File: config.mk
export PLATFORM = sky130hd
export DESIGN_NAME = dtmf_host_port
export DESIGN_NICKNAME = d
export VERILOG_FILES = /design/src/rtl/dhp_pkg.sv /design/src/rtl/dhp_bus_decode.sv /design/src/rtl/dhp_ctrl_regs.sv /design/src/rtl/dhp_status.sv /design/src/rtl/dhp_irq_mux.sv /design/src/rtl/dtmf_host_port.sv
export SDC_FILE = /design/constraint.sdc
export NUM_CORES = 1
export LEC_CHECK = 0
export ABC_AREA = 1
export CAP_MARGIN = 20
export CORE_ASPECT_RATIO = 0.7
export CORE_MARGIN = 4
export CORE_UTILIZATION = 44
export CTS_CLUSTER_SIZE = 24
export DETAILED_ROUTE_END_ITERATION = 10
export GPL_TIMING_DRIVEN = 0
export PLACE_DENSITY_LB_ADDON = 0.08
export SETUP_SLACK_MARGIN = 0.02
export SLEW_MARGIN = 20
export SYNTH_ARGS = -nofsm -noshare
export SYNTH_HDL_FRONTEND = slang
export SYNTH_HIERARCHICAL = 1
export SYNTH_SLANG_ARGS = --single-unit
File: constraint.sdc
create_clock -name clk -period 0.9 [get_ports clk]
set_clock_uncertainty 0.05 [all_clocks]
set_input_delay 0.09 -clock clk [delete_from_list [all_inputs] [get_ports clk]]
set_output_delay 0.09 -clock clk [all_outputs]
set_load 0.05 [all_outputs]
File: src/rtl/dhp_pkg.sv
package dhp_pkg;
  localparam int NIB_W = 4;

  typedef struct packed {
    logic irq_en;
    logic cp_mode;
    logic tone_en;
  } cra_t;

  typedef struct packed {
    logic col_sel;
    logic single;
    logic test;
    logic burst_dis;
  } crb_t;

  typedef struct packed {
    logic steer;
    logic rx_full;
    logic tx_empty;
    logic irq_flag;
  } stat_t;
endpackage

File: src/rtl/dhp_bus_decode.sv
module dhp_bus_decode (
  input  logic clk,
  input  logic rst_n,
  input  logic sel_n,
  input  logic rs,
  input  logic rnw,
  input  logic stb,
  output logic tx_wr,
  output logic ctrl_wr,
  output logic stat_clr
);
  logic stb_q, acc_stat_q, acc_stat_d;
  logic stb_rise, sel;

  always_comb begin
    sel        = ~sel_n;
    stb_rise   = stb & ~stb_q;
    tx_wr      = stb_rise & sel & ~rnw & ~rs;
    ctrl_wr    = stb_rise & sel & ~rnw & rs;
    stat_clr   = ~stb & stb_q & acc_stat_q;
    acc_stat_d = acc_stat_q;
    if (stb_rise) acc_stat_d = sel & rnw & rs;
  end

  always_ff @(posedge clk or negedge rst_n) begin
    if (!rst_n) begin
      stb_q      <= 1'b0;
      acc_stat_q <= 1'b0;
    end else begin
      stb_q      <= stb;
      acc_stat_q <= acc_stat_d;
    end
  end

  p_one_op_r1: assert property (@(posedge clk) disable iff (!rst_n)
    $onehot0({tx_wr, ctrl_wr, stat_clr}));
  p_wr_pulse_r1: assert property (@(posedge clk) disable iff (!rst_n)
    (tx_wr || ctrl_wr) |=> !(tx_wr || ctrl_wr));
  p_desel_r13: assert property (@(posedge clk) disable iff (!rst_n)
    sel_n |-> !(tx_wr || ctrl_wr));
endmodule

File: src/rtl/dhp_ctrl_regs.sv
module dhp_ctrl_regs
  import dhp_pkg::*;
(
  input  logic             clk,
  input  logic             rst_n,
  input  logic             ctrl_wr,
  input  logic [NIB_W-1:0] wdata,
  output cra_t             cra,
  output crb_t             crb
);
  cra_t cra_q, cra_d;
  crb_t crb_q, crb_d;
  logic ptr_q, ptr_d;

  always_comb begin
    cra_d = cra_q;
    crb_d = crb_q;
    ptr_d = ptr_q;
    if (ctrl_wr) begin
      if (ptr_q) begin
        crb_d = crb_t'(wdata);
        ptr_d = 1'b0;
      end else begin
        cra_d = cra_t'(wdata[NIB_W-2:0]);
        ptr_d = wdata[NIB_W-1];
      end
    end
  end

  always_ff @(posedge clk or negedge rst_n) begin
    if (!rst_n) begin
      cra_q <= '0;
      crb_q <= '0;
      ptr_q <= 1'b0;
    end else if (ctrl_wr) begin
      cra_q <= cra_d;
      crb_q <= crb_d;
      ptr_q <= ptr_d;
    end
  end

  assign cra = cra_q;
  assign crb = crb_q;

  p_ptr_oneshot_r3: assert property (@(posedge clk) disable iff (!rst_n)
    (ctrl_wr && ptr_q) |=> (!ptr_q && $stable(cra_q)));
  p_crb_hold_r3: assert property (@(posedge clk) disable iff (!rst_n)
    (ctrl_wr && !ptr_q) |=> $stable(crb_q));
endmodule

File: src/rtl/dhp_status.sv
module dhp_status (
  input  logic clk,
  input  logic rst_n,
  input  logic rx_capture,
  input  logic tx_ready,
  input  logic burst_on,
  input  logic stat_clr,
  output logic irq_flag,
  output logic tx_empty,
  output logic rx_full
);
  logic irq_d, txe_d, rxf_d, tx_set;

  always_comb begin
    tx_set = tx_ready & burst_on;
    rxf_d  = rx_full;
    txe_d  = tx_empty;
    irq_d  = irq_flag;
    if (rx_capture)    rxf_d = 1'b1;
    else if (stat_clr) rxf_d = 1'b0;
    if (!burst_on)     txe_d = 1'b0;
    else if (tx_set)   txe_d = 1'b1;
    else if (stat_clr) txe_d = 1'b0;
    if (rx_capture || tx_set) irq_d = 1'b1;
    else if (stat_clr)        irq_d = 1'b0;
  end

  always_ff @(posedge clk or negedge rst_n) begin
    if (!rst_n) begin
      irq_flag <= 1'b0;
      tx_empty <= 1'b0;
      rx_full  <= 1'b0;
    end else begin
      irq_flag <= irq_d;
      tx_empty <= txe_d;
      rx_full  <= rxf_d;
    end
  end

  p_rx_set_r8: assert property (@(posedge clk) disable iff (!rst_n)
    rx_capture |=> rx_full);
  p_clear_r6: assert property (@(posedge clk) disable iff (!rst_n)
    (stat_clr && !rx_capture && !tx_ready) |=> (!rx_full && !tx_empty && !irq_flag));
  p_burst_off_r7: assert property (@(posedge clk) disable iff (!rst_n)
    !burst_on |=> !tx_empty);
  p_flag_cover_r9: assert property (@(posedge clk) disable iff (!rst_n)
    (rx_full || tx_empty) |-> irq_flag);
endmodule

File: src/rtl/dhp_irq_mux.sv
module dhp_irq_mux (
  input  logic clk,
  input  logic rst_n,
  input  logic irq_en,
  input  logic cp_mode,
  input  logic test_mode,
  input  logic irq_flag,
  input  logic cp_wave,
  input  logic dly_steer,
  output logic irq_out_n
);
  logic test_eff;

  always_comb begin
    test_eff = test_mode & ~cp_mode;
    if (test_eff)            irq_out_n = ~dly_steer;
    else if (irq_en && cp_mode) irq_out_n = cp_wave;
    else if (irq_en)         irq_out_n = ~irq_flag;
    else                     irq_out_n = 1'b1;
  end

  p_idle_release_r10: assert property (@(posedge clk) disable iff (!rst_n)
    (!irq_en && !(test_mode && !cp_mode)) |-> irq_out_n);
  p_flag_pull_r10: assert property (@(posedge clk) disable iff (!rst_n)
    (irq_en && !cp_mode && !test_mode && irq_flag) |-> !irq_out_n);
  p_test_steer_r12: assert property (@(posedge clk) disable iff (!rst_n)
    (test_mode && !cp_mode && dly_steer) |-> !irq_out_n);
endmodule

File: src/rtl/dtmf_host_port.sv
module dtmf_host_port
  import dhp_pkg::*;
#(
  parameter int SYNC_STAGES = 2
) (
  input  logic             clk,
  input  logic             rst_n,
  input  logic             bus_sel_n,
  input  logic             bus_rs,
  input  logic             bus_rnw,
  input  logic             bus_stb,
  input  logic [NIB_W-1:0] bus_wdata,
  output logic [NIB_W-1:0] bus_rdata,
  input  logic             rx_capture,
  input  logic [NIB_W-1:0] rx_code,
  input  logic             dly_steer,
  input  logic             tx_ready,
  input  logic             cp_wave,
  output logic [NIB_W-1:0] tx_code,
  output logic             tx_load,
  output logic             tone_en,
  output logic             cp_mode,
  output logic             burst_on,
  output logic             test_mode,
  output logic             single_tone,
  output logic             col_sel,
  output logic             irq_out_n
);
  logic [SYNC_STAGES-1:0] rst_sync_q;
  logic rst_i;

  always_ff @(posedge clk or negedge rst_n) begin
    if (!rst_n) rst_sync_q <= '0;
    else        rst_sync_q <= {rst_sync_q[SYNC_STAGES-2:0], 1'b1};
  end
  assign rst_i = rst_sync_q[SYNC_STAGES-1];

  logic tx_wr, ctrl_wr, stat_clr;
  cra_t cra;
  crb_t crb;
  stat_t stat;
  logic irq_flag, tx_empty, rx_full;
  logic [NIB_W-1:0] rx_q, tx_q;
  logic tx_load_q;

  dhp_bus_decode u_dec (
    .clk(clk), .rst_n(rst_i), .sel_n(bus_sel_n), .rs(bus_rs), .rnw(bus_rnw),
    .stb(bus_stb), .tx_wr(tx_wr), .ctrl_wr(ctrl_wr), .stat_clr(stat_clr)
  );

  dhp_ctrl_regs u_ctrl (
    .clk(clk), .rst_n(rst_i), .ctrl_wr(ctrl_wr), .wdata(bus_wdata),
    .cra(cra), .crb(crb)
  );

  dhp_status u_stat (
    .clk(clk), .rst_n(rst_i), .rx_capture(rx_capture), .tx_ready(tx_ready),
    .burst_on(burst_on), .stat_clr(stat_clr), .irq_flag(irq_flag),
    .tx_empty(tx_empty), .rx_full(rx_full)
  );

  dhp_irq_mux u_irq (
    .clk(clk), .rst_n(rst_i), .irq_en(cra.irq_en), .cp_mode(cra.cp_mode),
    .test_mode(crb.test), .irq_flag(irq_flag), .cp_wave(cp_wave),
    .dly_steer(dly_steer), .irq_out_n(irq_out_n)
  );

  always_ff @(posedge clk or negedge rst_i) begin
    if (!rst_i) rx_q <= '0;
    else if (rx_capture) rx_q <= rx_code;
  end

  always_ff @(posedge clk or negedge rst_i) begin
    if (!rst_i) begin
      tx_q      <= '0;
      tx_load_q <= 1'b0;
    end else begin
      tx_load_q <= tx_wr;
      if (tx_wr) tx_q <= bus_wdata;
    end
  end

  always_comb begin
    stat = '{steer: dly_steer, rx_full: rx_full, tx_empty: tx_empty, irq_flag: irq_flag};
    bus_rdata = '0;
    if (!bus_sel_n && bus_rnw) bus_rdata = bus_rs ? stat : rx_q;
  end

  assign tx_code     = tx_q;
  assign tx_load     = tx_load_q;
  assign tone_en     = cra.tone_en;
  assign cp_mode     = cra.cp_mode;
  assign burst_on    = ~crb.burst_dis;
  assign test_mode   = crb.test;
  assign single_tone = crb.single;
  assign col_sel     = crb.col_sel;

  p_rx_hold_r8: assert property (@(posedge clk) disable iff (!rst_i)
    !rx_capture |=> $stable(rx_q));
  p_load_pulse_r1: assert property (@(posedge clk) disable iff (!rst_i)
    tx_load |=> !tx_load);
endmodule

## Yosys cells after proc, flatten, opt, wreduce, memory -nomap -nowiden

Cells that the tools add are included.

| storage, ports and cells | value |
|---|---|
| word-level logic and storage cells | 58 |
| output and inout bits | 16 |
| input port bits | 18 |
| flip-flop bits (word level) | 24 |

| operators by class | value |
|---|---|
| mux-type cells | 11 |
| reduce and logical (&&, ||, !) cells | 9 |
| bitwise gates (word level) | 21 |

Operator list:

| operator | count |
|---|---|
| bitwise AND 1 bit | 11 |
| inverter 1 bit | 10 |
| two-way mux 1 bit | 9 |
| two-way mux 4 bit | 2 |
| AND reduction 2 bit | 2 |
| nonzero test 2 bit | 2 |
| nonzero test 3 bit | 1 |
| logical AND 1 bit | 2 |
| zero test 1 bit | 1 |
| logical OR 1 bit | 1 |

## Longest topological paths before layout

| logic depth | value |
|---|---|
| depth after elaboration | 6 |
| gate-level depth with buffers | 8 |
| mapped depth without buffers | 7 |

## By module

The synthesis kept the hierarchy.

By module, submodules not included:

| module | instances | sequential area each (um^2) | cells an instance | area an instance (um^2) |
|---|---|---|---|---|
| dtmf_host_port | 1 | 275.3 | 52 | 444.2 |
| dhp_ctrl_regs | 1 | 200.2 | 37 | 336.6 |
| dhp_bus_decode | 1 | 50.0 | 17 | 117.6 |
| dhp_status | 1 | 75.1 | 12 | 111.4 |
| dhp_irq_mux | 1 | 0.0 | 10 | 41.3 |

## Least setup slack after synthesis

No wires, ideal clock.

| path | value |
|---|---|
| path kind | register to output |
| start point | register u_ctrl.crb_q, in the netlist u_ctrl/crb[1] |
| end point | output port irq_out_n |
| slack | -0.533 ns |
| arrival | 1.293 ns |
| required time | 0.760 ns |
| cell stages (with the launch flop) | 4 |
| buffers on the path | 0 |
| path through | dfrtp_1 nand2_1 or2_1 nand2_1 |

| between the ends | value |
|---|---|
| cells in the longest elaborated chain, start to end | 2 |

Ends and longest elaborated chain:

| what | line | source |
|---|---|---|
| from (decl) | dhp_ctrl_regs.sv:12 | `crb_t crb_q, crb_d;` |
| from (signal assigned) | dhp_ctrl_regs.sv:37 | `crb_q <= crb_d;` |
| bitwise AND 1 bit | dhp_irq_mux.sv:15 | `test_eff = test_mode & ~cp_mode;` |
| two-way mux 1 bit | dhp_irq_mux.sv:16 | `if (test_eff) irq_out_n = ~dly_steer;` |
| to (decl) | dtmf_host_port.sv:27 | `output logic irq_out_n` |

No other way between the ends.

## Worst setup path after layout

| path | value |
|---|---|
| start point | register u_ctrl.cra_q, in the netlist u_ctrl/cra[1] |
| end point | output port irq_out_n |

| between the ends | value |
|---|---|
| cells in the longest elaborated chain, start to end | 3 |
| elaborated cells between the ends (all ways) | 5 |
| classes of those cells | 2 x mux; 2 x bitwise; 1 x reduce/logical |

Ends and longest elaborated chain:

| what | line | source |
|---|---|---|
| from (decl) | dhp_ctrl_regs.sv:11 | `cra_t cra_q, cra_d;` |
| from (signal assigned) | dhp_ctrl_regs.sv:36 | `cra_q <= cra_d;` |
| logical AND 1 bit or inverter 1 bit (tied branches) | dhp_irq_mux.sv:17, dhp_irq_mux.sv:15 |  |
| two-way mux 1 bit or bitwise AND 1 bit (tied branches) | dhp_irq_mux.sv:17, dhp_irq_mux.sv:15 |  |
| two-way mux 1 bit * | dhp_irq_mux.sv:16 |  |

Every way passes the cells marked *; elsewhere a longest branch is shown, timed or not.

==> results.json <==
{
  "clock_path_buffers": 2,
  "pin_count": 34,
  "root_buffer": "clkbuf_4",
  "path_max_fanout": 3,
  "synth_top_family_by_area": "simple AND/OR/NAND/NOR gates",
  "period_share": 1.648,
  "critPathKind": "reg2out",
  "numCtsBuffers": 3,
  "ys_seq_area_frac": 0.5714,
  "worst_setup_path_start_kind": "flip-flop",
  "htreeDepth": 1,
  "powerDensity_nw_per_um2": 1842,
  "core.rowCount": 14,
  "post-route-min-period_ps": 1484,
  "ant_nets": 0,
  "crit_chain": "buf_6 > nand2_4 > nand2_2 > nand2_2 > nand2_2 > nand2_4 > buf_8",
  "antennaDiodeCount": 0,
  "dieArea_um2": 3247,
  "ys_seq_elements": 24,
  "viasPerCell": 4.964,
  "core_um2": 2207,
  "crit_required_ps": 760,
  "grt_pass1_vias": 1069,
  "use_met1": 0.2548,
  "cp_num_buf_inv": 2,
  "gp_congestion": 0.7898,
  "cts_tree": "yes",
  "outcome": "complete, but fails checks",
  "whs_ps": 91.20,
  "synthMuxAreaShare": 0,
  "grt_usage": 0.1993,
  "synth.area.top_cells": "dfrtp_1, nand2_1, inv_1, nand3_1, o21ai_0",
  "hp-class": "in2reg",
  "crit_family": "flip-flops",
  "num_vias": 1092,
  "fin_ws_ps": -583.6,
  "netlist-cell-type-count": 14,
  "syn_inst": 128,
  "synth_edf_count": 0,
  "endpoint_kind": "output pin",
  "hold_violations": 0,
  "synthFlopType": "dfrtp_1",
  "yosys.area_share.simple": 0.2750,
  "grt_pass1_wl_mm": 4.926,
  "yosys-top-cells-count": "nand2_1, dfrtp_1, inv_1",
  "cpPeakStageDelay_ps": 450,
  "grt-ovfl-total": 0,
  "layout.cells.non_filler": 220,
  "rsz0062_at_grt": "true",
  "synth-async-reset-ratio": 1.000,
  "gr-usage-met3": 0.05069,
  "maxCapViolCount": 0,
  "syn-num-nets": 146,
  "syn_area_per_cell_um2": 8.211,
  "synth_top_cell_by_area": "dfrtp_1",
  "crit_path_frequent_cell": "nand2_2",
  "drt_iter0_markers": 39,
  "netlist_area_um2": 1051,
  "cp_slowest_cell": "dfrtp_2",
  "irDropWorstVdd_mv": 1.688,
  "clkSinkCount": 24,
  "synth-compound-area-share": 0.06190,
  "synth_top_cell_area_share": 0.5714,
  "post-route-util": 0.8611,
  "use_met2": 0.3377,
  "seq_area_um2": 605.6,
  "wl_per_cell_um": 15.71,
  "antenna_found_initial": 0,
  "multiInputGateArea_um2": 560.5,
  "fmax_mhz": 674.0,
  "clk_pin_slew_ps": 120,
  "grt_max_degree": 23,
  "critical_path_arrival_ps": 1340,
  "nFillCells": 118,
  "layout-drive-gt1-share": 0.4894,
  "die_w_um": 66.42,
  "slew_violations": 0,
  "yosysWarnings": 6,
  "post-route-drc-count": 0,
  "busiest_layer": "met2",
  "yosysMostFrequentCell": "nand2_1",
  "die_y_um": 48.89,
  "io_buffers": 33,
  "fin_total_pwr_mw": 3.501,
  "clock_latency_ps": 320,
  "first_pass_iters": 4,
  "violations": "negative setup slack",
  "dpl.cell_count": 193,
  "drt_wl_total_mm": 3.456,
  "layout.nets": 207,
  "syn_to_final_growth_pct": 80.83,
  "synth_xor_area_frac": 0,
  "setup_viol_count_final": 33,
  "pre_cts_slack_ps": -1202,
  "place_hpwl_mm": 1.875,
  "p_leak_nw": 0.9285,
  "synthAdderAreaFrac": 0,
  "initial_core_util": 0.4762
}
[path summary, 6_finish.rpt]
| kind | startpoint | end | slack (ps) | cells past startpoint |
|---|---|---|---|---|
| setup / recovery | u_ctrl/cra[1]$_DFFE_PN0P_ | irq_out_n | -580 | 7 |
| hold / removal | bus_stb | u_dec/stb_q$_DFF_PN0_ | 90 | 1 |
| setup reg to reg | u_dec/stb_q$_DFF_PN0_ | u_ctrl/cra[2]$_DFFE_PN0P_ | -500 | 7 |
| hold reg to reg | rst_sync_q[1]$_DFF_PN0_ | u_ctrl/crb[0]$_DFFE_PN0P_ | 190 | 0 |
| max in group asynchronous | rst_n | rst_sync_q[1]$_DFF_PN0_ | 250 | 2 |
| min in group asynchronous | rst_sync_q[1]$_DFF_PN0_ | u_ctrl/crb[0]$_DFFE_PN0P_ | 190 | 0 |
[power breakdown]
part | internal (mW) | leakage [nW] | switching [mW]
clock | 0.248 | 0.0210 | 0.320
combinational | 0.672 | 0.622 | 0.848
sequential | 1.23 | 0.286 | 0.185
[worst register-to-register path, cell delays in order, from the launching register on]
cell and delay (ps):
dfrtp_2 460, nor2_4 130, nand3_4 100, nor2_4 220
buf_8 160, nand2_4 60, nand2_1 80, nand2_1 50
[layer usage]
layer / routed length, um / part of all wire
met5: 0 / 0
met4: 108 / 0.031
met3: 195 / 0.056
met2: 1767 / 0.51
met1: 1385 / 0.40
[kinds of logic (layout without fill, tap and decap cells)]
group           count (synthesis)  count (layout)
flops                          24              24
simple gates                   68              69
other cells                     1               1
compound gates                 13              13
buf+inv                        22              81
[flip-flops by register name (all words and copies together) (netlist names), 2 cells and up]
name        cells
tx_code         4
u_ctrl/crb      4
u_ctrl/cra      3
rx_q            4
rst_sync_q      2
[through the flow]
step | instance area [um2] | setup TNS [ps]
final | 1901 | -10110
after global routing | 1901 | -11520
after CTS | 1765 | -8551
after detailed placement | 1508 | -21720
after global placement | 1508 | -20310
after floorplan | 1137 | -2601
[layout make-up]
type                    count  area share
flip-flops and latches     24      0.3186
multi-input cells          83      0.2949
repair buffers             55      0.2949
inverters                  21     0.04345
well taps                  32     0.02107
clock buffers               4     0.01909
plain buffers               1    0.007900
[timing repair]
item                                    in CTS  in global routing
hold endpoints to repair                     2                  0
endpoints found under the setup margin      55                 33
gates cloned                                 2                  0
gates resized for setup                    145                 24
pin swaps                                   14                 10
hold buffers                                 1                  0
buffers inserted                            11                 10
[cell usage in the layout (no fill, tap or decap)]
cell and count:
a21oi_4 4, buf_4 11, buf_6 23, buf_8 4
clkbuf_2 1, clkbuf_4 3, clkbuf_8 1, clkdlybuf4s50_1 15
clkinvlp_4 1, conb_1 1, dfrtp_1 20, dfrtp_2 4
dlygate4sd2_1 1, dlygate4sd3_1 1, inv_1 13, inv_2 7
nand2_1 30, nand2_2 14, nand2_4 6, nand3_1 7
nand3_2 4, nand3_4 2, nor2_4 5, o21ai_0 3
o21ai_1 5, o21ai_2 1, or2_4 1
No activity file was read; power rests on OpenSTA's default activity.
